$ cat src/rtl/flseq_pkg.sv
package flseq_pkg;

   typedef enum logic [1:0] {
      OP_PROG   = 2'd0,
      OP_ERASE  = 2'd1,
      OP_IDENT  = 2'd2,
      OP_RDMODE = 2'd3
   } flseq_op_e;

   typedef enum logic [2:0] {
      ERR_NONE    = 3'd0,
      ERR_TIMEOUT = 3'd1,
      ERR_WRITE   = 3'd2,
      ERR_ERASE   = 3'd3,
      ERR_VPP     = 3'd4,
      ERR_UNKNOWN = 3'd5,
      ERR_ID      = 3'd6
   } flseq_err_e;

   typedef enum logic [3:0] {
      S_IDLE, S_PRE_FF, S_CMD_A, S_CMD_B, S_PCMD, S_PRD, S_PWAIT,
      S_EVAL, S_CLR, S_ID_CMD, S_ID_RD0, S_ID_RD1, S_FIN_FF, S_DONE
   } flseq_state_e;

   localparam logic [7:0] CMD_ARRAY   = 8'hFF;
   localparam logic [7:0] CMD_PROG    = 8'h40;
   localparam logic [7:0] CMD_ERS_SET = 8'h20;
   localparam logic [7:0] CMD_ERS_GO  = 8'hD0;
   localparam logic [7:0] CMD_STAT    = 8'h70;
   localparam logic [7:0] CMD_CLEAR   = 8'h50;
   localparam logic [7:0] CMD_IDENT   = 8'h90;
   localparam logic [7:0] ID_MFR      = 8'h89;
   localparam logic [7:0] ID_DEV      = 8'hA2;

   localparam int ST_RDY = 7;

endpackage

$ cat src/rtl/flseq_tick.sv
module flseq_tick #(
   parameter int DIV = 50
) (
   input  logic clk,
   input  logic rst_n,
   input  logic clr,
   output logic tick
);
   localparam int CNTW = (DIV > 1) ? $clog2(DIV) : 1;
   localparam logic [CNTW-1:0] LAST = CNTW'(DIV - 1);

   logic [CNTW-1:0] cnt_q;

   generate
      if (DIV < 2) begin : g_bad_div
         $error("flseq_tick: DIV must be at least 2");
      end
   endgenerate

   always_ff @(posedge clk or negedge rst_n) begin
      if (!rst_n)            cnt_q <= '0;
      else if (clr)          cnt_q <= '0;
      else if (cnt_q == LAST) cnt_q <= '0;
      else                   cnt_q <= cnt_q + 1'b1;
   end

   assign tick = !clr && (cnt_q == LAST);

endmodule

$ cat src/rtl/flseq_eval.sv
module flseq_eval
   import flseq_pkg::*;
(
   input  logic       is_erase,
   input  logic       ready,
   input  logic [5:3] stat,
   output logic       ok,
   output logic [2:0] code
);
   logic [5:3] masked;
   logic       stat_ok;

   always_comb begin
      masked  = is_erase ? (stat & 3'b101) : (stat & 3'b011);
      stat_ok = (masked == 3'b000) && !(is_erase && stat[5] && stat[4]);
      if (!ready) begin
         ok   = 1'b0;
         code = ERR_TIMEOUT;
      end else if (stat_ok) begin
         ok   = 1'b1;
         code = ERR_NONE;
      end else begin
         ok = 1'b0;
         if (masked[3])           code = ERR_VPP;
         else if (masked[5])      code = ERR_ERASE;
         else if (masked[4])      code = ERR_WRITE;
         else if (masked == '0)   code = ERR_TIMEOUT;
         else                     code = ERR_UNKNOWN;
      end
   end

endmodule

$ cat src/rtl/flseq_ovw.sv
module flseq_ovw #(
   parameter int DW = 8
) (
   input  logic [DW-1:0] old_b,
   input  logic [DW-1:0] new_b,
   output logic          ok
);
   logic [DW-1:0] bit_ok;

   generate
      for (genvar i = 0; i < DW; i++) begin : g_bit
         assign bit_ok[i] = old_b[i] | ~new_b[i];
      end
   endgenerate

   assign ok = &bit_ok;

endmodule

$ cat src/rtl/flash_prog_seq.sv
module flash_prog_seq
   import flseq_pkg::*;
#(
   parameter int AW         = 20,
   parameter int BLOCK_AW   = 16,
   parameter int POLL_DIV   = 50,
   parameter int POLL_LIMIT = 5000000
) (
   input  logic          clk,
   input  logic          rst_n,
   input  logic          req_valid,
   input  logic [1:0]    req_op,
   input  logic [AW-1:0] req_addr,
   input  logic [7:0]    req_data,
   output logic          busy,
   output logic          done,
   output logic          pass,
   output logic [2:0]    err_code,
   output logic [AW-1:0] fl_addr,
   output logic [7:0]    fl_wdata,
   output logic          fl_we,
   output logic          fl_re,
   input  logic [7:0]    fl_rdata,
   input  logic [7:0]    ovw_old,
   input  logic [7:0]    ovw_new,
   output logic          ovw_ok
);
   localparam int CW = $clog2(POLL_LIMIT + 1);
   localparam logic [CW-1:0] POLL_LAST = CW'(POLL_LIMIT - 1);
   localparam logic [AW-1:0] BLK_MASK  = {{(AW-BLOCK_AW){1'b1}}, {BLOCK_AW{1'b0}}};
   localparam logic [AW-1:0] ODD_OFS   = {{(AW-1){1'b0}}, 1'b1};

   generate
      if (AW < 2)                            begin : g_bad_aw
         $error("flash_prog_seq: AW too small");
      end
      if (BLOCK_AW < 1 || BLOCK_AW >= AW)     begin : g_bad_blk
         $error("flash_prog_seq: BLOCK_AW out of range");
      end
      if (POLL_LIMIT < 1)                     begin : g_bad_lim
         $error("flash_prog_seq: POLL_LIMIT must be positive");
      end
   endgenerate

   flseq_state_e  st_q;
   flseq_op_e     op_q;
   logic [AW-1:0] addr_q;
   logic [7:0]    data_q;
   logic [CW-1:0] poll_cnt_q;
   logic          second_q;
   logic [5:3]    stat_q;
   logic          rdy_q;
   logic [7:0]    id0_q;
   logic          pass_q;
   logic [2:0]    err_q;

   logic          tick;
   logic          ev_ok;
   logic [2:0]    ev_code;
   logic          id_match;
   flseq_op_e     req_op_e;

   assign req_op_e = flseq_op_e'(req_op);
   assign id_match = (id0_q == ID_MFR) && (fl_rdata == ID_DEV);

   flseq_tick #(.DIV(POLL_DIV)) u_tick (
      .clk   (clk),
      .rst_n (rst_n),
      .clr   (st_q != S_PWAIT),
      .tick  (tick)
   );

   flseq_eval u_eval (
      .is_erase (op_q == OP_ERASE),
      .ready    (rdy_q),
      .stat     (stat_q),
      .ok       (ev_ok),
      .code     (ev_code)
   );

   flseq_ovw #(.DW(8)) u_ovw (
      .old_b (ovw_old),
      .new_b (ovw_new),
      .ok    (ovw_ok)
   );

   always_ff @(posedge clk or negedge rst_n) begin
      if (!rst_n) begin
         st_q       <= S_IDLE;
         op_q       <= OP_PROG;
         addr_q     <= '0;
         data_q     <= '0;
         poll_cnt_q <= '0;
         second_q   <= 1'b0;
         stat_q     <= '0;
         rdy_q      <= 1'b0;
         id0_q      <= '0;
         pass_q     <= 1'b0;
         err_q      <= ERR_NONE;
      end else begin
         case (st_q)
            S_IDLE: begin
               if (req_valid) begin
                  op_q       <= req_op_e;
                  addr_q     <= (req_op_e == OP_ERASE || req_op_e == OP_IDENT)
                                ? (req_addr & BLK_MASK) : req_addr;
                  data_q     <= req_data;
                  poll_cnt_q <= '0;
                  second_q   <= 1'b0;
                  pass_q     <= (req_op_e == OP_RDMODE);
                  err_q      <= ERR_NONE;
                  case (req_op_e)
                     OP_PROG:  st_q <= S_PRE_FF;
                     OP_ERASE: st_q <= S_CMD_A;
                     OP_IDENT: st_q <= S_ID_CMD;
                     default:  st_q <= S_FIN_FF;
                  endcase
               end
            end
            S_PRE_FF: st_q <= S_CMD_A;
            S_CMD_A:  st_q <= S_CMD_B;
            S_CMD_B:  st_q <= S_PCMD;
            S_PCMD:   st_q <= S_PRD;
            S_PRD: begin
               poll_cnt_q <= poll_cnt_q + 1'b1;
               if (fl_rdata[ST_RDY] || poll_cnt_q == POLL_LAST) begin
                  if (!second_q) begin
                     stat_q <= fl_rdata[5:3];
                     rdy_q  <= fl_rdata[ST_RDY];
                     st_q   <= S_EVAL;
                  end else begin
                     st_q   <= S_FIN_FF;
                  end
               end else begin
                  st_q <= S_PWAIT;
               end
            end
            S_PWAIT: if (tick) st_q <= S_PCMD;
            S_EVAL: begin
               pass_q <= ev_ok;
               err_q  <= ev_code;
               st_q   <= S_CLR;
            end
            S_CLR: begin
               second_q   <= 1'b1;
               poll_cnt_q <= '0;
               st_q       <= S_PCMD;
            end
            S_ID_CMD: st_q <= S_ID_RD0;
            S_ID_RD0: begin
               id0_q <= fl_rdata;
               st_q  <= S_ID_RD1;
            end
            S_ID_RD1: begin
               pass_q <= id_match;
               err_q  <= id_match ? ERR_NONE : ERR_ID;
               st_q   <= S_FIN_FF;
            end
            S_FIN_FF: st_q <= S_DONE;
            S_DONE:   st_q <= S_IDLE;
            default:  st_q <= S_IDLE;
         endcase
      end
   end

   always_comb begin
      fl_we    = 1'b0;
      fl_re    = 1'b0;
      fl_wdata = CMD_ARRAY;
      fl_addr  = addr_q;
      case (st_q)
         S_PRE_FF: fl_we = 1'b1;
         S_CMD_A: begin
            fl_we    = 1'b1;
            fl_wdata = (op_q == OP_ERASE) ? CMD_ERS_SET : CMD_PROG;
         end
         S_CMD_B: begin
            fl_we    = 1'b1;
            fl_wdata = (op_q == OP_ERASE) ? CMD_ERS_GO : data_q;
         end
         S_PCMD: begin
            fl_we    = 1'b1;
            fl_wdata = CMD_STAT;
         end
         S_CLR: begin
            fl_we    = 1'b1;
            fl_wdata = CMD_CLEAR;
         end
         S_ID_CMD: begin
            fl_we    = 1'b1;
            fl_wdata = CMD_IDENT;
         end
         S_PRD, S_ID_RD0: fl_re = 1'b1;
         S_ID_RD1: begin
            fl_re   = 1'b1;
            fl_addr = addr_q | ODD_OFS;
         end
         S_FIN_FF: fl_we = 1'b1;
         default: ;
      endcase
   end

   assign busy     = (st_q != S_IDLE);
   assign done     = (st_q == S_DONE);
   assign pass     = pass_q;
   assign err_code = err_q;

endmodule

$ cat config.mk
export PLATFORM = sky130hd
export DESIGN_NAME = flash_prog_seq
export DESIGN_NICKNAME = d
export VERILOG_FILES = /design/src/rtl/flseq_pkg.sv /design/src/rtl/flseq_tick.sv /design/src/rtl/flseq_eval.sv /design/src/rtl/flseq_ovw.sv /design/src/rtl/flash_prog_seq.sv
export SDC_FILE = /design/constraint.sdc
export NUM_CORES = 1
export LEC_CHECK = 0
export CAP_MARGIN = 10
export CORE_ASPECT_RATIO = 2
export CORE_MARGIN = 2
export CORE_UTILIZATION = 46
export DETAILED_ROUTE_END_ITERATION = 7
export GPL_TIMING_DRIVEN = 0
export PLACE_DENSITY = 0.85
export REMOVE_ABC_BUFFERS = 1
export SLEW_MARGIN = 40
export SYNTH_ARGS = -nofsm -noshare
export SYNTH_HDL_FRONTEND = slang
export SYNTH_SLANG_ARGS = --single-unit
$ cat constraint.sdc
create_clock -name clk -period 1.9 [get_ports clk]
set_input_delay 0.19 -clock clk [delete_from_list [all_inputs] [get_ports clk]]
set_output_delay 0.19 -clock clk [all_outputs]
set_load 0.005 [all_outputs]
==> results of run 1 <==
-- through the flow --
stage | TNS, ns | cell area, µm² | hold WS (ns) | power, mW
6_report | -5.418 | 6518 | 0.2805 | 9.548
5_1_grt | -7.264 | 6518 | 0.3264 | 9.837
4_1_cts | -1.034 | 6071 | 0.3163 | 8.211
3_5_place_dp | -34.60 | 5125 | 0.08991 | 5.379
3_3_place_gp | -248.14 | 5062 | 0.4569 | 5.213
2_1_floorplan | -33.72 | 4004 | -0.1056 | 3.971
-- synthesized netlist by cell type (all sizes together) --
cell,number,share of area
nor4,8,0.012
nand2,42,0.037
a221oi,1,0.0021
or3,11,0.016
or4,3,0.0053
dfrtp,80,0.47
o31ai,1,0.0018
o211ai,1,0.0018
xor2,3,0.0062
buf,27,0.042
o21ai,44,0.052
a22o,3,0.0062
a21boi,2,0.0035
and3b,1,0.0021
and2,6,0.0089
nor3,14,0.018
nand3,17,0.020
and3,2,0.0030
clkbuf,15,0.013
xnor2,13,0.027
ha,7,0.021
nor2b,1,0.0015
nand4,6,0.0089
a21o,1,0.0018
nand3b,1,0.0018
or2,6,0.0089
nand2b,20,0.030
mux2i,1,0.0024
a41o,1,0.0024
a211oi,1,0.0018
nor4b,3,0.0062
a2111oi,1,0.0021
nor2,33,0.029
nor4bb,3,0.0071
a211o,2,0.0041
mux2,24,0.064
a21oi,21,0.025
and2b,1,0.0018
nand4b,1,0.0021
o22ai,7,0.010
inv,19,0.017
a2bb2oi,1,0.0021
-- final cells by class --
type                    instances  area share
multi-input cells             317      0.3536
flip-flops and latches         80      0.3093
repair buffers                177      0.2555
clock buffers                  10     0.03667
well taps                     102     0.01958
clock inverters                 6     0.01267
inverters                      19     0.01267
-- state kept, by name, indices dropped and copies added (netlist names), 2 cells and up --
name / count
st_q: 4
poll_cnt_q: 23
data_q: 8
u_tick.cnt_q: 6
err_code: 3
id0_q: 8
op_q: 2
stat_q: 3
addr_q: 20
-- how the worst max path moves through the flow --
stage | from | to | slack, ns | cells after the start
after detailed placement | st_q[2] | poll_cnt_q[22] | -0.81 | 5
after global routing | st_q[1] | poll_cnt_q[10] | -0.46 | 7
after global placement | rst_n | id0_q[0] | -2.05 | 1
after CTS | st_q[0] | poll_cnt_q[20] | -0.10 | 5
final | st_q[1] | poll_cnt_q[10] | -0.44 | 7
after floorplan | st_q[1] | err_code[1] | -0.91 | 4
-- kinds of logic after synthesis --
kind of cell,Yosys count,synth area share
compound gates,87,0.1166
xor+xnor,16,0.03306
fa+ha+maj,7,0.02066
buf+inv,61,0.07231
flops,80,0.4723
mux,25,0.06612
simple gates,179,0.2190
-- timing repair --
item	4_1_cts	5_1_grt
pin swaps	19	22
endpoints found under the hold margin	30	0
endpoints found under the setup margin	86	46
buffers inserted	48	30
hold buffers	1	0
cloned	2	2
gates resized for setup	97	57
-- power by group --
part / switching (mW) / internal (mW) / leakage [nW] / total, mW
Combinational: 2.37 / 2.52 / 1.64 / 4.89
Clock: 0.749 / 1.18 / 0.158 / 1.93
Sequential: 0.495 / 2.23 / 1.03 / 2.73
Total: 3.62 / 5.93 / 2.84 / 9.55
-- per-layer routing --
layer | global-route usage | wire (µm) | vias up
li1 | - | - | 1864
met1 | 0.2823 | 5040 | 2183
met2 | 0.5054 | 8430 | 433
met3 | 0.08327 | 1638 | 177
met4 | 0.2075 | 1913 | 0
met5 | 0 | 0 | -
==> flow_results.org, run 1 <==
** Route
- Vias per cell :: 6.550
- The detailed router finished its first iteration with 646 violations.
- The count of nets left with antenna violations once routing finished came out at 0.
- Number of iterations in the first detailed-routing pass :: 5
- WL/cell :: 23.94 µm
- The final route contains 4657 vias.
- After detailed routing, the total wire length is 17020 µm.
- After detailed routing, the number of remaining DRC violations is 0.

** Logic synthesis
- Counting every instance in the synthesized netlist gives 455.
- Flops & latches, synth :: 80
- Post-synthesis average cell area :: 9.317 µm²
- The cell area that synthesis handed to floorplanning was 4239 µm².
- Sequential element share of the synthesized area :: 0.4723
- Synth warn :: 0
- Count of unique library cells instantiated by Yosys :: 47

** Job
- Total of max-cap violations :: 0

** Clock tree
- TritonCTS clock tree :: done
- Total clock sinks :: 80
- Clock tree synthesis inserted a total of 9 buffers.
- Clock latency at the later pin of the worst-skew pair :: 0.36 ns
- Clock-pin slew was measured on the worst setup and hold paths at 0.06 ns.
- Clock tree root driver cell :: clkbuf_16
- Longest Clk Path Bufs :: 2
- In this run the number of H-tree levels came out at 3.

** Critical path
- At the worst endpoint, the arrival time is 2.62 ns.
- Path type of the worst setup path :: reg -> reg
- Max stage delay cell, worst path :: nor4_1
- Critical register-to-register path startpoint :: st_q[1]
- For the worst setup path, the data required time is 2.18 ns.
- The critical path contains buffers and inverters numbering 3 combined.
- The worst setup path is launched from a register.
- Across all register-to-register paths, the minimum setup slack is -0.44 ns.
- Cell depth of the worst flop-to-flop path :: 7
- In this design, the largest share of critical-path delay is due to simple AND/OR/NAND/NOR gates.
- The most numerous cell type found on the critical path is buf_6.
- The worst setup path is captured at a register.
- In this run the critical register-to-register path is captured at poll_cnt_q[10].
- Along the worst path, the maximum fanout reaches 6.
- Worst path cell trace :: buf_8, buf_6, nand3b_1, buf_6, nor4_1, xnor2_1, nor2_1
- For this run, the slowest stage of the critical path takes 0.66 ns.

** Global route
- The number of antenna violations at the first check in global routing is 0.
- The number of global-route vias before repair was 4470.
- Summed over all layers, the global routing overflow is 0.
- Across every metal layer, demand over resource in global routing totals 0.2904.
- Wire length of the first global-routing pass :: 22200 µm
- Pin count of the biggest net entering global routing :: 51

** Power and ir drop
- Cell area power density :: 1465 nW/µm²
- Reported leakage power :: 2.835 nW
- IR analysis of the VDD net gives a maximum drop of 0.001021 V.

** Layout
- In the final layout, the multi-input gates occupy 2305 µm².
- Total inserted antenna cells :: 0
- Filler Cells Inserted :: 549
- Fin nets :: 668
- For this run, the share of the core covered by cells in the final layout is 0.7281.
- Count of non-filler cells in the finished layout :: 711
- In the final layout, the share of cells above drive strength 1 is 0.3317.
- Area delta synth->final :: 53.75%
- Leading cell type in the layout, fill and taps excluded :: clkdlybuf4s50_1
- Sequential standard cell area :: 2016 µm²
- The library cells used most frequently in the layout, excluding fill and tap cells, are clkdlybuf4s50_1, dfrtp_1, buf_4.

** Timing
- Setup repair after global routing missed its margin :: true
- Minimum setup slack in the final design :: -0.4395 ns
- Share of the clock period used by the worst path :: 1.231
- After layout, the minimum clock period comes to 2.340 ns.
- Headroom to the max-slew limit came out at 0.4989.
- Number of setup violations in the final report :: 51
- Timing would allow up to 0.4274 GHz.
- Transition time at the pin with the least slew margin :: 0.7448 ns
- Final hold violations :: 0
- The final max-slew violation count is 0.
- Largest clock skew in the final design :: 0.009654 ns

** Die
- Measured along the x axis, the die boundary spans 71.88 µm.
- Core box area :: 8951 µm²
- Die area :: 10050 µm²
- I/O pin count :: 94
- The initialized floorplan defines 49 standard-cell rows.
- The initial utilization of the core area, before any placement, comes to 0.4736.
- In this run the vertical extent of the chip is 139.8 µm.

** Run status
- The final reports fail on setup timing.
- The flow ran to the end, but the final reports show violations.

** Min path
- Type of the worst min-delay path :: in -> async

** Placed design
- Buffers placed on the I/O ports in this run total 93.
- At the end of routability-driven placement, the weighted congestion stood at 0.8984.
- DPL Wire Length :: 7726 µm
- In this run, placement finished with an instance count of 612.
- Before CTS, the worst setup slack after placement is -0.8107 ns.
(Power assumes the default switching activity.)
==> inputs of run 2 (changes only) <==
--- a/config.mk
+++ b/config.mk
@@ -7,7 +7,7 @@
 export LEC_CHECK = 0
 export CAP_MARGIN = 10
 export CORE_ASPECT_RATIO = 2
-export CORE_MARGIN = 2
+export CORE_MARGIN = 4
 export CORE_UTILIZATION = 46
 export DETAILED_ROUTE_END_ITERATION = 7
 export GPL_TIMING_DRIVEN = 0
==> run 2 against run 1 <==
Net effect:
- count of clock-buffer cells in the layout is 2 higher
- critical path depth is 2 lower
- the run still ends with setup timing left
- power is 5.4% lower
- cell area is 3.1% lower
==> flow_results.org, run 2 (same netlist as run 1, synthesis figures left out) <==
** Layout
- Fin nets :: 650 (-2.7%)
- The number of flip-flops under the largest register name was 23 (unchanged).
- Area delta synth->final :: 48.91%
- Top flop regs :: poll_cnt_q x23, addr_q x20
- Share of post-route cells with drive strength above 1 :: 0.3130 (-0.01866)
- The cell area after layout came to 6312 µm² (-3.1%).
- Leading cell type in the layout, fill and taps excluded :: clkdlybuf4s50_1
- Commonest cells after routing, fill and taps aside :: clkdlybuf4s50_1, dfrtp_1, buf_4
- Most flops, register :: poll_cnt_q
- The post-layout instance count excluding filler cells is 693 (-2.5%).
- Total inserted antenna cells :: 0 (unchanged)

** Min path
- Type of the worst min-delay path :: in -> async

** Power and ir drop
- The switching share of power came to 0.3668 (-0.01199).
- Reported leakage power :: 2.726 nW (-3.9%)
- Clock share of power :: 0.196 (-0.006)
- Cell Int Power :: 5.720 mW (-3.6%)
- Cell area power density :: 1431 nW/µm² (-2.3%)
- The proportion of power drawn by flip-flops and latches was 0.289 (+0.003).
- Switching Power :: 3.314 mW (-8.4%)
- The maximum ir drop on the vdd rail was 0.001267 V (+24%).
- The fraction of power consumed by combinational cells came to 0.515 (+0.003).

** Route
- The length of the first detailed-routing pass in iterations was 5 (unchanged).
- Routed Wire Length :: 14360 µm (-16%)
- Post-DRT Antenna Nets :: 0 (unchanged)
- Count of vias placed by the detailed router :: 4268 (-8.4%)
- The DRC violation count after routing came to 0 (unchanged).
- The per-cell via count in the routed design was 6.159 (-6.0%).
- The DRC marker count from the first detailed-route iteration was 487 (-25%).
- The routed wirelength normalized by instance count came to 20.73 µm (-13%).

** Timing
- The slack of the critical path was -0.2096 ns (+0.2299 ns).
- Setup repair after global routing missed its margin :: true
- The time the final worst path needs with I/O delays and setup is 2.110 ns (-0.2299 ns).
- Share of the clock period used by the worst path :: 1.110 (-0.1210)
- Slew Viols, Final :: 0 (unchanged)
- The remaining max-slew budget at the tightest pin was 0.5911 (+0.09228).
- The transition at the pin with the smallest max-transition slack was 0.6086 ns (-0.1362 ns).
- The total count of hold-check failures in the final report came to 0 (unchanged).
- Tightest hold margin :: 0.2901 ns (+0.009519 ns)
- The final setup violation count came to 33 (-35%).
- Largest clock skew in the final design :: 0.01349 ns (+0.003837 ns)
- Setup total negative slack :: -2.759 ns (+2.659 ns)
- The achievable clock frequency is 0.4740 GHz (+11%).

** Critical path
- The worst path required time was 2.17 ns (about the same).
- Critical path fanouts, max :: 8 (+2)
- The endpoint arrival time on the critical path was 2.38 ns (-0.24 ns).
- Nature of the critical path startpoint :: register
- Internal reg-to-reg setup slack :: -0.21 ns (+0.23 ns)
- The critical path is of the reg -> reg type.
- STA classifies the critical path endpoint as a register.

** Clock tree
- The CTS sink count was 80 (unchanged).
- TritonCTS built the clock tree.
- The clock transition at the registers of the reported paths was 0.07 ns (about the same).
- In this run the clock root is driven by a clkbuf_16.
- The TritonCTS buffer count came to 9 (unchanged).
- Clock latency at the later pin of the worst-skew pair :: 0.35 ns (about the same)
- The number of levels the H-tree was split into came to 3 (unchanged).
- Longest Clk Path Bufs :: 2 (unchanged)

** Global route
- Pin count of the biggest net entering global routing :: 52 (+2.0%)
- The all-layer global routing usage came to 0.2424 (-0.04794).
- The sum of overflow across all layers after global routing was 0 (unchanged).
- The first-pass GRT wire length came to 20110 µm (-9.4%).
- The number of antenna violations at the first check in global routing was 0 (unchanged).
- The number of global-route vias before repair was 4245 (-5.0%).

** Die
- Core box area :: 9012 µm² (+0.68%)
- The initial cell density of the core came to 0.4704 (-0.003222).
- Die height :: 143.8 µm (+2.9%)
- The die area is 10910 µm² (+8.6%).
- The number of top-level pins was 94 (unchanged).
- The die width came to 75.88 µm (+5.6%).
- Standard-cell row count :: 49 (unchanged)

** Placed design
- The total instance count after detailed placement was 612 (unchanged).
- Count of buffers inserted at the top-level ports :: 93 (unchanged)
- The standard cell area after detailed placement came to 5127 µm² (about the same).
- The detailed-placement wirelength estimate was 7592 µm (-1.7%).
- Post-place setup slack :: -0.7947 ns (+0.01597 ns)
- Weighted congestion at the end of routability-driven global placement :: 0.8326 (-7.3%)

** Run status
- Violated checks :: setup timing
- Run status :: finished with violations

** Job
- The number of maximum-capacitance violations is 0 (unchanged).
[run 2: repair_timing]
item | 4_1_cts | 5_1_grt
resized for setup | 87 | 73
hold buffers | 1 | 0
endpoints found under the setup margin | 86 | 45
gates cloned | 2 | 0
pin swaps | 16 | 25
endpoints found under the hold margin | 29 | 0
setup buffers | 33 | 29
[run 2: worst max-delay path, stage by stage, from the launching register on]
cell and delay, ns:
dfrtp_2 0.46, or2_4 0.26, a2bb2oi_4 0.18, or4_4 0.60, or3_4 0.40, a21oi_2 0.12
[run 2: stage by stage]
step	utilization	power, mW
finish	0.7004	9.033
global route	0.7004	9.417
CTS	0.6535	7.915
detailed placement	0.5689	5.402
global placement	0.5617	5.236
floorplan	-	3.971
[run 2: area by class of cell]
type	instances	area, µm²
Fill cell	595	2700
Multi-Input combinational cell	316	2303
Sequential cell	80	2011
Timing Repair Buffer	160	1490
Clock buffer	12	246.5
Tap cell	102	127.6
Inverter	19	80.08
Clock inverter	4	53.80
[run 2: path summary, 6_finish.rpt]
kind / from / to / cells past startpoint
min in group clk: req_addr[3] / addr_q[3] / 3
hold / removal: rst_n / u_tick.cnt_q[1] / 2
hold reg to reg: addr_q[14] / addr_q[14] / 2
setup reg to reg: st_q[0] / poll_cnt_q[16] / 5
setup / recovery: st_q[0] / poll_cnt_q[16] / 5
max in group asynchronous: rst_n / st_q[0] / 3
[run 2: power groups by stage]
stage	clock network, mW	registers [mW]	logic (mW)
5_1_grt	1.85	2.66	4.91
2_1_floorplan	0	2.61	1.36
3_3_place_gp	0	2.69	2.55
4_1_cts	1.75	2.58	3.59
3_5_place_dp	0	2.72	2.68
6_report	1.77	2.61	4.65
[run 2: routing by layer]
metal / share of wire / GRT usage / wire length (µm)
met1: 0.33 / 0.2567 / 4749
met2: 0.52 / 0.4195 / 7528
met3: 0.079 / 0.06863 / 1131
met4: 0.066 / 0.1253 / 955
met5: 0 / 0 / 0
